`config.mk`:
```
export PLATFORM = sky130hd
export DESIGN_NAME = acc_flag_exec
export DESIGN_NICKNAME = d
export VERILOG_FILES = /design/src/rtl/acc_flag_pkg.sv /design/src/rtl/acc_flag_ctrl.sv /design/src/rtl/acc_flag_dp.sv /design/src/rtl/acc_flag_exec.sv
export SDC_FILE = /design/constraint.sdc
export NUM_CORES = 1
export LEC_CHECK = 0
export BUFFER_PORTS_ARGS = -buffer_cell sky130_fd_sc_hd__buf_2
export CAP_MARGIN = 20
export CORE_UTILIZATION = 50
export CTS_CLUSTER_SIZE = 20
export DETAILED_ROUTE_END_ITERATION = 10
export GPL_TIMING_DRIVEN = 0
export PLACE_DENSITY = 0.79
export SYNTH_ARGS = -nofsm -noshare
export SYNTH_HDL_FRONTEND = slang
export SYNTH_SLANG_ARGS = --single-unit
```
`constraint.sdc`:
```
create_clock -name clk -period 2.9 [get_ports clk]
set_clock_uncertainty 0.05 [all_clocks]
set_input_delay 0.435 -clock clk [delete_from_list [all_inputs] [get_ports clk]]
set_output_delay 0.435 -clock clk [all_outputs]
set_load 0.01 [all_outputs]
```
`src/rtl/acc_flag_pkg.sv`:
```
package acc_flag_pkg;

  localparam int DATA_W = 16;
  localparam int SRC_W  = DATA_W / 2;
  localparam int OPC_W  = 7;

  // operand-taking opcodes live in bits 14:8, bit 15 picks the source
  localparam logic [OPC_W-1:0] OPC_CMP   = 7'b1111000;
  localparam logic [OPC_W-1:0] OPC_ACCLD = 7'b0001001;
  localparam logic [OPC_W-1:0] OPC_PFXLD = 7'b0001011;

  // fixed whole-word encodings
  localparam logic [DATA_W-1:0] WORD_CPL  = 16'h8A1A;
  localparam logic [DATA_W-1:0] WORD_CPLC = 16'hDA2A;

  typedef struct packed {
    logic cmpEn;
    logic cplEn;
    logic cplcEn;
    logic accLdEn;
    logic pfxLdEn;
    logic pfxClr;
    logic useReg;
  } exec_ctl_t;

endpackage

```
`src/rtl/acc_flag_ctrl.sv`:
```
module acc_flag_ctrl
  import acc_flag_pkg::*;
#(
  parameter int DATA_W = acc_flag_pkg::DATA_W,
  localparam int SRC_W = DATA_W / 2
) (
  input  logic              rst,
  input  logic              instrValid,
  input  logic [DATA_W-1:0] instr,
  output logic              instrReady,
  output exec_ctl_t         ctl,
  output logic [SRC_W-1:0]  regSel,
  output logic              regRdEn
);

  logic fire;
  logic isCmp, isCpl, isCplc, isAccLd, isPfxLd, usesSrc, known;
  logic [OPC_W-1:0] opc;

  always_comb begin
    opc     = instr[DATA_W-2 -: OPC_W];
    isCpl   = (instr == WORD_CPL);
    isCplc  = (instr == WORD_CPLC);
    isCmp   = (opc == OPC_CMP);
    isAccLd = (opc == OPC_ACCLD);
    isPfxLd = (opc == OPC_PFXLD);
    usesSrc = isCmp | isAccLd | isPfxLd;
    known   = usesSrc | isCpl | isCplc;
    fire    = instrValid & ~rst;
  end

  always_comb begin
    instrReady  = ~rst;
    ctl.cmpEn   = fire & isCmp;
    ctl.cplEn   = fire & isCpl;
    ctl.cplcEn  = fire & isCplc;
    ctl.accLdEn = fire & isAccLd;
    ctl.pfxLdEn = fire & isPfxLd;
    ctl.pfxClr  = fire & known & ~isPfxLd;
    ctl.useReg  = instr[DATA_W-1];
    regSel      = instr[SRC_W-1:0];
    regRdEn     = fire & usesSrc & instr[DATA_W-1];
  end

endmodule

```
`src/rtl/acc_flag_dp.sv`:
```
module acc_flag_dp
  import acc_flag_pkg::*;
#(
  parameter int DATA_W = acc_flag_pkg::DATA_W,
  localparam int SRC_W = DATA_W / 2
) (
  input  logic              clk,
  input  logic              rst,
  input  exec_ctl_t         ctl,
  input  logic [SRC_W-1:0]  immByte,
  input  logic [SRC_W-1:0]  regByte,
  output logic [DATA_W-1:0] acc,
  output logic              flagE,
  output logic              flagS,
  output logic              flagZ,
  output logic              flagC
);

  logic [SRC_W-1:0]  pfxQ;
  logic [SRC_W-1:0]  srcByte;
  logic [DATA_W-1:0] operand;
  logic [DATA_W-1:0] cplRes;

  always_comb begin
    srcByte = ctl.useReg ? regByte : immByte;
    operand = {pfxQ, srcByte};
    cplRes  = ~acc;
  end

  // prefix byte: loaded by its own op, consumed by any other known op
  always_ff @(posedge clk) begin
    if (rst)              pfxQ <= '0;
    else if (ctl.pfxLdEn) pfxQ <= srcByte;
    else if (ctl.pfxClr)  pfxQ <= '0;
  end

  always_ff @(posedge clk) begin
    if (rst)              acc <= '0;
    else if (ctl.accLdEn) acc <= operand;
    else if (ctl.cplEn)   acc <= cplRes;
  end

  always_ff @(posedge clk) begin
    if (rst) begin
      flagE <= 1'b0;
      flagS <= 1'b0;
      flagZ <= 1'b0;
      flagC <= 1'b0;
    end else begin
      if (ctl.cmpEn)  flagE <= (acc == operand);
      if (ctl.cplEn) begin
        flagS <= cplRes[DATA_W-1];
        flagZ <= (cplRes == '0);
      end
      if (ctl.cplcEn) flagC <= ~flagC;
    end
  end

endmodule

```
`src/rtl/acc_flag_exec.sv`:
```
module acc_flag_exec
  import acc_flag_pkg::*;
#(
  parameter int DATA_W = acc_flag_pkg::DATA_W,
  localparam int SRC_W = DATA_W / 2
) (
  input  logic              clk,
  input  logic              rst,
  input  logic              instrValid,
  output logic              instrReady,
  input  logic [DATA_W-1:0] instr,
  output logic [SRC_W-1:0]  regSel,
  output logic              regRdEn,
  input  logic [SRC_W-1:0]  regByte,
  output logic [DATA_W-1:0] acc,
  output logic              flagE,
  output logic              flagS,
  output logic              flagZ,
  output logic              flagC
);

  exec_ctl_t ctl;

  acc_flag_ctrl #(.DATA_W(DATA_W)) u_ctrl (
    .rst        (rst),
    .instrValid (instrValid),
    .instr      (instr),
    .instrReady (instrReady),
    .ctl        (ctl),
    .regSel     (regSel),
    .regRdEn    (regRdEn)
  );

  acc_flag_dp #(.DATA_W(DATA_W)) u_dp (
    .clk     (clk),
    .rst     (rst),
    .ctl     (ctl),
    .immByte (instr[SRC_W-1:0]),
    .regByte (regByte),
    .acc     (acc),
    .flagE   (flagE),
    .flagS   (flagS),
    .flagZ   (flagZ),
    .flagC   (flagC)
  );

endmodule

```
==> results.sh, run 1 <==
export IMPL_dr_wl_met2_um=2134
export IMPL_slew_limit_headroom_pct=45.71
export IMPL_synthesis_instances=187
export IMPL_core_area_um2=3153
export IMPL_drc=0
export IMPL_final_common_cell="buf_2"
export IMPL_topRoutingLayerUsed="met4"
export IMPL_cts_buffer_depth=2
export IMPL_path_class="input port to output pin"
export IMPL_wl_met3_um=171
export IMPL_crit_path_end="regRdEn"
export IMPL_htree_levels=1
export IMPL_rsz0062_at_grt="no"
export IMPL_reg2reg_slack_ps=1620
export IMPL_cts_hold_buf=0
export IMPL_hold_violations=0
export IMPL_cp_required_ps=2410
export IMPL_root_buffer="clkbuf_4"
export IMPL_cts_clk_slew_worst_paths_ps=150
export IMPL_cts_resized=0
export IMPL_p_per_area_nw_per_um2=354.0
export IMPL_grt_pass1_vias=1494
export IMPL_finalCritPeriodShare_pct=92.48
export IMPL_r2r_cells=5
export IMPL_setup_tns_ps=0
export IMPL_tightest_slew_ps=807.6
export IMPL_cts_sinks=28
export IMPL_grt_use_total_pct=27.40
export IMPL_die_h_um=60.45
export IMPL_numCtsBuffers=3
export IMPL_drt_met1_wl_um=2178
export IMPL_max_freq_mhz=372.9
export IMPL_overflow=0
export IMPL_dr_pass1_iters=4
export IMPL_power_mw=0.7401
export IMPL_final_cell_mix="buf_2, dfxtp_1, nand2_1, xnor2_1"
export IMPL_diodes=0
export IMPL_io_buffers=55
export IMPL_synth_edf_count=0
export IMPL_floorplan_rows=20
export IMPL_initial_utilization_pct=54.17
export IMPL_routed_wirelength_um=4510
export IMPL_layout_drive_gt1_share_pct=33.74
export IMPL_leakagePower_nw=0.9035
export IMPL_nFillCells=289
export IMPL_die_area_um2=3654
export IMPL_syn_mean_instance_area_um2=9.133
export IMPL_synthesis_nets=214
export IMPL_peakVddDrop_v=0.0002794
export IMPL_avgRoutedWirePerCell_um=15.55
export IMPL_grt_pass1_wl_um=7472
export IMPL_areaGrowthSynthToFinish_pct=22.42
export IMPL_place_gp_congestion=0.8761
export IMPL_hold_class="input port to register"
export IMPL_cts_tree="built"
export IMPL_cp_end_kind="output pin"
export IMPL_synth_seq_area_share_pct=32.82
export IMPL_drt_iter0_drc=83
export IMPL_final_cell_area_um2=2091
export IMPL_io_pins=57
export IMPL_die_w_um=60.45
export IMPL_cap_violations=0
export IMPL_slew_violations=0
export IMPL_regToRegStartpoint="u_dp.acc[13]"
export IMPL_drtAntennaViolNets=0
export IMPL_vias=1655
export IMPL_status="finished clean"
export IMPL_layout_nets=274
export IMPL_worstPathArrival_ps=2200
export IMPL_synth_cell_types=37
export IMPL_path_max_fanout=10
export IMPL_ys_warnings_count=0
export IMPL_antenna_found_initial=0
export IMPL_r2r_end="u_dp.flagE"
export IMPL_via_per_inst=5.707
export IMPL_syn_cell_area_um2=1708
export IMPL_postSynth_asyncResetShare_pct=0
export IMPL_synth_ff_type="dfxtp_1"
export IMPL_post_cts_buffers=0
export IMPL_hpwl_um=3530
export IMPL_grt_max_degree=17
export IMPL_synth_seq_cells=28
export IMPL_setup_violations=0
export IMPL_period_needed_ps=2682
export IMPL_cp_start_kind="input port"
export IMPL_critPathLaunch="instr[13]"
export IMPL_place_area_um2=2038
export IMPL_clk_latency_ps=330
registers in the layout, indices dropped and copies added, names as in the netlist:
register,cells
u_dp.flagE,1
u_dp.acc,16
u_dp.flagC,1
u_dp.flagS,1
u_dp.pfxQ,8
u_dp.flagZ,1
worst max-delay path, stage by stage:
cell	delay, ps
buf_2	120
or4b_4	530
buf_6	150
nor3_1	380
buf_2	320
o21a_1	130
buf_2	120
final cells by class:
cell class | count | area (um2) | share of cell area (%)
clock buffers | 3 | 22.52 | 1.077
flip-flops and latches | 28 | 560.5 | 26.81
multi-input cells | 140 | 1012 | 48.41
plain buffers | 17 | 127.6 | 6.104
repair buffers | 55 | 275.3 | 13.17
clock inverters | 1 | 30.03 | 1.436
inverters | 2 | 7.507 | 0.3591
well taps | 44 | 55.05 | 2.633
synth_stat cells, types with 2 or more instances:
library cell / count / area share, %
nor4b_1: 3 / 1.5
buf_4: 8 / 3.5
and3_1: 2 / 0.73
a21oi_1: 10 / 2.9
xnor2_1: 12 / 6.2
a21oi_2: 3 / 1.5
nor4_1: 3 / 1.1
nor2_1: 9 / 2.0
nor3_1: 7 / 2.1
nand4_1: 10 / 3.7
nand2_1: 17 / 3.7
a311oi_1: 4 / 2.1
o21ai_0: 2 / 0.59
nand2b_1: 5 / 1.8
o2bb2ai_1: 8 / 4.1
a211oi_1: 4 / 1.8
clkbuf_1: 2 / 0.44
nor4bb_1: 2 / 1.2
xor2_1: 9 / 4.6
inv_1: 2 / 0.44
or3_1: 3 / 1.1
buf_2: 3 / 0.88
o211a_1: 5 / 2.9
buf_6: 4 / 2.6
a311oi_2: 3 / 2.6
mux2i_1: 9 / 5.3
dfxtp_1: 28 / 33
report_power, final:
part / internal [mW] / switching, mW
combinational: 0.0434 / 0.0554
clock: 0.140 / 0.115
sequential: 0.386 / 0.00110
how the worst min path moves through the flow:
| stage | from | to | slack [ps] | cells past startpoint |
|---|---|---|---|---|
| 2_1_floorplan | u_dp.pfxQ[1] | u_dp.pfxQ[1] | 420 | 1 |
| 3_3_place_gp | u_dp.flagZ | u_dp.flagZ | 390 | 2 |
| 3_5_place_dp | u_dp.flagS | u_dp.flagS | 430 | 2 |
| 4_1_cts | regByte[1] | u_dp.pfxQ[1] | 410 | 3 |
| 5_1_grt | regByte[1] | u_dp.pfxQ[1] | 440 | 3 |
| 6_report | regByte[1] | u_dp.pfxQ[1] | 420 | 3 |
metal layers:
metal	global-route usage, %	up-vias
li1	-	807
met1	39.19	802
met2	44.74	42
met3	4.051	4
met4	3.896	0
met5	0	-
kinds of logic (layout without fill, tap and decap cells):
group                     after synthesis  count (layout)  share of synthesized area (%)
xor gates and xnor gates               21              21                          10.77
DFF                                    28              28                          32.82
AOI/OAI and AO/OA                      42              42                          20.37
buffers and inverters                  19              78                          7.912
and+or+nand+nor                        68              68                          22.86
muxes                                   9               9                          5.275
per-stage QoR:
step | setup slack [ps] | hold slack (ps) | instances | utilization (%)
after global routing | 154.5 | 439.3 | 290 | 66.31
after CTS | 224.7 | 414.5 | 290 | 66.31
final | 218.0 | 423.6 | 290 | 66.31
after detailed placement | 225.3 | 431.5 | 286 | 64.64
after global placement | 238.0 | 393.9 | 286 | 64.64
after floorplan | 631.7 | 423.9 | 187 | -
Note: power is estimated with default switching activity, not from simulation.
==> inputs of run 2 (changes only) <==
--- a/config.mk
+++ b/config.mk
@@ -7,11 +7,14 @@
 export LEC_CHECK = 0
 export BUFFER_PORTS_ARGS = -buffer_cell sky130_fd_sc_hd__buf_2
 export CAP_MARGIN = 20
+export CORE_ASPECT_RATIO = 2
 export CORE_UTILIZATION = 50
 export CTS_CLUSTER_SIZE = 20
 export DETAILED_ROUTE_END_ITERATION = 10
 export GPL_TIMING_DRIVEN = 0
 export PLACE_DENSITY = 0.79
+export REMOVE_ABC_BUFFERS = 1
 export SYNTH_ARGS = -nofsm -noshare
 export SYNTH_HDL_FRONTEND = slang
+export SYNTH_HIERARCHICAL = 1
 export SYNTH_SLANG_ARGS = --single-unit
==> run 2 against run 1 <==
Against the previous run:
- the run now ends with DRC left
- critical endpoint is now u_dp/flagZ
- power down 3.1%
- largest power group unchanged
- critical path type is now input port to register
- register-to-register slack worse by 90 ps
- final cell count down 3.4%
- die area up 2.2%
- non-clock buffer count down 14
==> results.sh, run 2 <==
export IMPL_status="finished with violations"
export IMPL_violations="DRC"
export IMPL_largest_register="u_dp/acc"
export IMPL_die_h_um=85.41
export IMPL_synth_seq_area_share_pct=32.23
export IMPL_routed_wirelength_um=4232
export IMPL_post_synth_top_area_cell="dfxtp_1"
export IMPL_critPathLaunch="instr[15]"
export IMPL_crit_path_end="u_dp/flagZ"
export IMPL_grt_max_degree=31
export IMPL_cts_tree="built"
export IMPL_r2r_end="u_dp/flagE"
export IMPL_grt_pass1_vias=1427
export IMPL_antenna_found_initial=0
export IMPL_final_common_cell="buf_2"
export IMPL_worstPathArrival_ps=2630
export IMPL_synth_cell_types=34
export IMPL_peakVddDrop_v=0.0002592
export IMPL_tightest_slew_ps=932.0
export IMPL_post_cts_buffers=0
export IMPL_syn_mean_instance_area_um2=8.402
export IMPL_core_area_um2=3341
export IMPL_p_per_area_nw_per_um2=354.0
export IMPL_finalCritPeriodShare_pct=85.30
export IMPL_reg2reg_slack_ps=1530
export IMPL_cts_sinks=28
export IMPL_numCtsBuffers=3
export IMPL_cp_required_ps=3060
export IMPL_reg_top3="u_dp/acc x16, u_dp/pfxQ x8"
export IMPL_die_area_um2=3733
export IMPL_slew_limit_headroom_pct=37.59
export IMPL_r2r_cells=5
export IMPL_largest_reg_flops=16
export IMPL_io_pins=57
export IMPL_crit_chain="buf_2 -> and4bb_2 -> nand4_1 -> nor2_2 -> buf_8 -> nand2_1 -> nor4_1 -> nand4_1 -> a21oi_1"
export IMPL_layout_nets=276
export IMPL_layout_drive_gt1_share_pct=29.84
export IMPL_via_per_inst=5.664
export IMPL_max_freq_mhz=404.2
export IMPL_synth_ff_type="dfxtp_1"
export IMPL_synthesis_instances=207
export IMPL_setup_violations=0
export IMPL_leakagePower_nw=0.9471
export IMPL_grt_pass1_wl_um=6389
export IMPL_hp_start="u_dp/flagE"
export IMPL_synth_common_cells="nor2_1, dfxtp_1, xnor2_1"
export IMPL_io_buffers=56
export IMPL_syn_cell_area_um2=1739
export IMPL_avgRoutedWirePerCell_um=15.11
export IMPL_drtAntennaViolNets=0
export IMPL_initial_utilization_pct=52.06
export IMPL_drc=2
export IMPL_overflow=0
export IMPL_drt_iter0_drc=61
export IMPL_dr_pass1_iters=7
export IMPL_regToRegStartpoint="u_dp/acc[9]"
export IMPL_root_buffer="clkbuf_8"
export IMPL_pre_cts_ws_ps=102.4
export IMPL_path_max_fanout=11
export IMPL_diodes=0
export IMPL_cp_end_kind="register"
export IMPL_postSynth_asyncResetShare_pct=0
export IMPL_fin_ws_ps=426.2
export IMPL_critPathMostFrequentCell="nand4_1"
export IMPL_synth_seq_cells=28
export IMPL_grt_use_total_pct=22.91
export IMPL_areaGrowthSynthToFinish_pct=16.47
export IMPL_period_needed_ps=2474
export IMPL_cts_resized=0
export IMPL_rsz0062_at_grt="no"
export IMPL_ys_warnings_count=6
export IMPL_floorplan_rows=30
export IMPL_synth_edf_count=0
export IMPL_place_gp_congestion=0.7925
export IMPL_cts_clk_slew_worst_paths_ps=100
export IMPL_path_class="input port to register"
export IMPL_cp_start_kind="input port"
export IMPL_final_core_util_pct=60.64
export IMPL_crit_slowest_cell="nor2_2"
export IMPL_cts_hold_buf=0
export IMPL_cap_violations=0
export IMPL_htree_levels=1
export IMPL_hold_class="register to register"
export IMPL_vias=1586
export IMPL_max_stage_delay_ps=520
export IMPL_synth_most_common_cell="nor2_1"
export IMPL_slew_violations=0
export IMPL_hold_violations=0
export IMPL_cts_buffer_depth=2
export IMPL_synth_top_area_share_pct=32.23
export IMPL_clk_latency_ps=270
export IMPL_die_w_um=43.71
export IMPL_synth_area_leaders="dfxtp_1, xnor2_1, nor2_1, xor2_1, a21oi_1"
export IMPL_final_cell_mix="buf_2, nor2_1, dfxtp_1, xnor2_1, a21oi_1"
export IMPL_setup_tns_ps=0
export IMPL_hpwl_um=3229
==> run 2: changes by cell type in the layout (fill, tap and decap cells not counted), sizes merged, moves of 7 or more <==
cell / delta
nor2: +29
a311oi: -7
inv: +7
buf: -12
nor3b: +12
o2bb2ai: -8
nand2: -14
==> run 2: kinds of logic (layout without fill, tap and decap cells) <==
logic type | after synthesis | after routing | share of synthesized area [%]
mux | 8 | 8 | 5.252
compound gates | 30 | 30 | 10.07
flops | 28 | 28 | 32.23
xor+xnor | 33 | 33 | 16.62
buf+inv | 30 | 71 | 8.992
simple gates | 78 | 78 | 26.83
==> run 2: power by group <==
group / internal [mW] / switching, mW
clock network: 0.121 / 0.121
logic: 0.0377 / 0.0521
registers: 0.385 / 0.000471
total: 0.544 / 0.173
==> run 2: worst min path at each step <==
stage,to,slack (ps),cells after the start
6_report,u_dp/flagE,400,2
5_1_grt,u_dp/flagE,440,2
4_1_cts,u_dp/flagE,400,2
3_5_place_dp,u_dp/flagE,390,2
3_3_place_gp,u_dp/flagE,390,2
2_1_floorplan,u_dp/flagE,420,2
==> run 2: metal layers <==
metal,wire length (um),vias to the layer above,global-route usage [%]
li1,-,777,-
met1,1608,740,24.37
met2,2390,65,43.83
met3,165,4,1.915
met4,68,0,8.239
met5,0,-,0
==> run 2: critical path: cells and delay by family <==
family | cells | cell delay, ps
and+or+nand+nor | 6 | 1540
buffers and inverters | 2 | 510
AOI/OAI and AO/OA | 1 | 150
==> run 2: final cells by class <==
class / count / area (um2)
Clock buffer: 4 / 55.05
Sequential cell: 28 / 560.5
Fill cell: 308 / 1315
Multi-Input combinational cell: 149 / 1030
Timing Repair Buffer: 58 / 306.5
Inverter: 9 / 33.78
Tap cell: 32 / 40.04
==> run 2: through the flow <==
stage               cell area, um2  power [mW]  cells  hold WS [ps]
floorplan                     1617      0.4311    186         419.6
global placement              1937      0.4808    274         389.8
detailed placement            1971      0.4827    276         388.7
CTS                           2026      0.7205    280         402.4
global route                  2026      0.7435    280         442.0
finish                        2026      0.7170    280         401.7
==> inputs of run 3 (changes only) <==
--- a/config.mk
+++ b/config.mk
@@ -12,7 +12,7 @@
 export CTS_CLUSTER_SIZE = 20
 export DETAILED_ROUTE_END_ITERATION = 10
 export GPL_TIMING_DRIVEN = 0
-export PLACE_DENSITY = 0.79
+export PLACE_DENSITY_LB_ADDON = 0.3
 export REMOVE_ABC_BUFFERS = 1
 export SYNTH_ARGS = -nofsm -noshare
 export SYNTH_HDL_FRONTEND = slang
==> run 3 against run 2 <==
Against the previous run:
- the flow still finishes with violations (DRC)
- core utilization decreased by 0.15 points
- first-iteration DRC count down 38%
- non-clock buffer count unchanged
- sequential power about the same
- sequential share of layout area up 0.068 points
- via count rose by 0.88%
- die area did not move
- global-route usage is 0.084 points higher
- power decreased by 4.6%
- worst setup slack better by 150 ps
- wire length down 0.35%
- largest cell class unchanged
- count of clock-buffer cells in the layout fell by 1
==> results.sh, run 3 (synthesized netlist as in run 2, its figures left out) <==
export IMPL_diodes=0
export IMPL_numCtsBuffers=3
export IMPL_core_area_um2=3341
export IMPL_cts_buffer_depth=2
export IMPL_overflow=0
export IMPL_die_w_um=43.71
export IMPL_slew_limit_headroom_pct=44.58
export IMPL_avgRoutedWirePerCell_um=15.11
export IMPL_p_sw_share_pct=24.68
export IMPL_violations="DRC"
export IMPL_post_cts_buffers=0
export IMPL_initial_utilization_pct=52.06
export IMPL_cts_hold_buf=0
export IMPL_slew_violations=0
export IMPL_grt_use_total_pct=22.99
export IMPL_period_needed_ps=2328
export IMPL_die_h_um=85.41
export IMPL_root_buffer="clkbuf_8"
export IMPL_grt_max_degree=31
export IMPL_final_cell_mix="buf_2, nor2_1, dfxtp_1, xnor2_1, a21oi_1"
export IMPL_drt_iter0_drc=38
export IMPL_die_area_um2=3733
export IMPL_regArea_um2=560.5
export IMPL_r2r_end="u_dp/flagZ"
export IMPL_seqPwrFrac_pct=56.3
export IMPL_io_buffers=56
export IMPL_dp_cells=276
export IMPL_cts_tree="built"
export IMPL_layout_drive_gt1_share_pct=29.55
export IMPL_rsz0062_at_grt="no"
export IMPL_hp_start="u_dp/flagE"
export IMPL_io_pins=57
export IMPL_htree_levels=1
export IMPL_peakVddDrop_v=0.0003069
export IMPL_drtAntennaViolNets=0
export IMPL_grt_pass1_vias=1470
export IMPL_largest_register="u_dp/acc"
export IMPL_cp_start_kind="input port"
export IMPL_regToRegStartpoint="u_dp/acc[3]"
export IMPL_place_gp_congestion=0.8020
export IMPL_path_max_fanout=16
export IMPL_r2r_cells=4
export IMPL_power_switching_mw=0.1689
export IMPL_largest_reg_flops=16
export IMPL_routed_wirelength_um=4217
export IMPL_hold_end="u_dp/flagE"
export IMPL_floorplan_rows=30
export IMPL_tightest_slew_ps=827.7
export IMPL_reg2reg_slack_ps=1520
export IMPL_grt_pass1_wl_um=6479
export IMPL_cp_required_ps=3050
export IMPL_hold_violations=0
export IMPL_worstPathArrival_ps=2480
export IMPL_reg_top3="u_dp/acc x16, u_dp/pfxQ x8"
export IMPL_cts_sinks=28
export IMPL_via_per_inst=5.735
export IMPL_cts_clk_slew_worst_paths_ps=90
export IMPL_cap_violations=0
export IMPL_final_common_cell="buf_2"
export IMPL_p_per_area_nw_per_um2=338.6
export IMPL_clk_latency_ps=270
export IMPL_path_class="input port to register"
export IMPL_cts_resized=0
export IMPL_internal_power_mw=0.5153
export IMPL_dr_pass1_iters=9
export IMPL_holdPathStages=2
export IMPL_max_freq_mhz=429.5
export IMPL_leakagePower_nw=0.9434
export IMPL_vias=1600
export IMPL_hold_class="register to register"
export IMPL_final_cells=279
export IMPL_drc=3
export IMPL_hpwl_um=3222
export IMPL_antenna_found_initial=0
export IMPL_nFillCells=329
export IMPL_cp_end_kind="register"
export IMPL_layout_nets=276
export IMPL_status="finished with violations"
export IMPL_final_core_util_pct=60.49
export IMPL_areaGrowthSynthToFinish_pct=16.19
export IMPL_power_frac_comb_pct=13.1
export IMPL_finalCritPeriodShare_pct=80.28
export IMPL_multiInputGateArea_um2=1030
export IMPL_power_frac_clock_pct=30.7
export IMPL_setup_violations=0
## run 3: cell types whose count changed in the layout (fill, tap and decap cells not counted), sizes merged
cell / before / now
clkbuf: 4 / 3
## run 3: worst max-delay path: stages
cell	delay (ps)
buf_2	270
and4bb_2	290
nand4_1	130
nor2_2	380
buf_16	220
nand2_1	80
nor4_1	360
nand4_1	150
a21oi_1	160
## run 3: final cells by class
cell class,instances,area share [%]
Tap cell,32,1.981
Sequential cell,28,27.74
Timing Repair Buffer,58,15.60
Clock buffer,3,2.043
Inverter,9,1.672
Multi-Input combinational cell,149,50.96
## run 3: how the worst max path moves through the flow
| stage | start | endpoint | slack [ps] | depth (start not counted) |
|---|---|---|---|---|
| 2_1_floorplan | instr[10] | u_dp/acc[10] | -230 | 6 |
| 3_3_place_gp | rst | u_dp/acc[9] | -1260 | 7 |
| 3_5_place_dp | instr[15] | u_dp/flagZ | 270 | 9 |
| 4_1_cts | instr[15] | u_dp/flagZ | 550 | 9 |
| 5_1_grt | rst | u_dp/acc[8] | 440 | 8 |
| 6_report | instr[15] | u_dp/flagZ | 570 | 9 |
## run 3: per-layer routing
| layer | vias to the layer above | part of all wire, % | track usage (%) |
|---|---|---|---|
| met3 | 10 | 4.9 | 2.340 |
| met1 | 747 | 37 | 23.57 |
| met5 | - | 0 | 0 |
| met2 | 68 | 56 | 43.55 |
| met4 | 0 | 2.7 | 10.51 |
| li1 | 775 | - | - |
## run 3: through the flow
stage / worst slack, ps / setup TNS, ps / instance area [um2] / hold WS [ps] / total power, mW
6_report: 571.9 / 0 / 2021 / 408.0 / 0.6842
5_1_grt: 435.3 / 0 / 2021 / 443.6 / 0.7094
3_3_place_gp: -1255 / -20240 / 1937 / 389.4 / 0.4815
4_1_cts: 553.3 / 0 / 2021 / 407.4 / 0.6899
3_5_place_dp: 267.8 / 0 / 1979 / 394.3 / 0.4828
2_1_floorplan: -228.8 / -3656 / 1617 / 419.6 / 0.4311
## run 3: power groups by stage
stage | registers (mW) | logic (mW) | clock network [mW]
floorplan | 0.394 | 0.0371 | 0
global placement | 0.394 | 0.0875 | 0
detailed placement | 0.394 | 0.0888 | 0
CTS | 0.385 | 0.0894 | 0.216
global route | 0.385 | 0.0964 | 0.228
finish | 0.385 | 0.0893 | 0.210
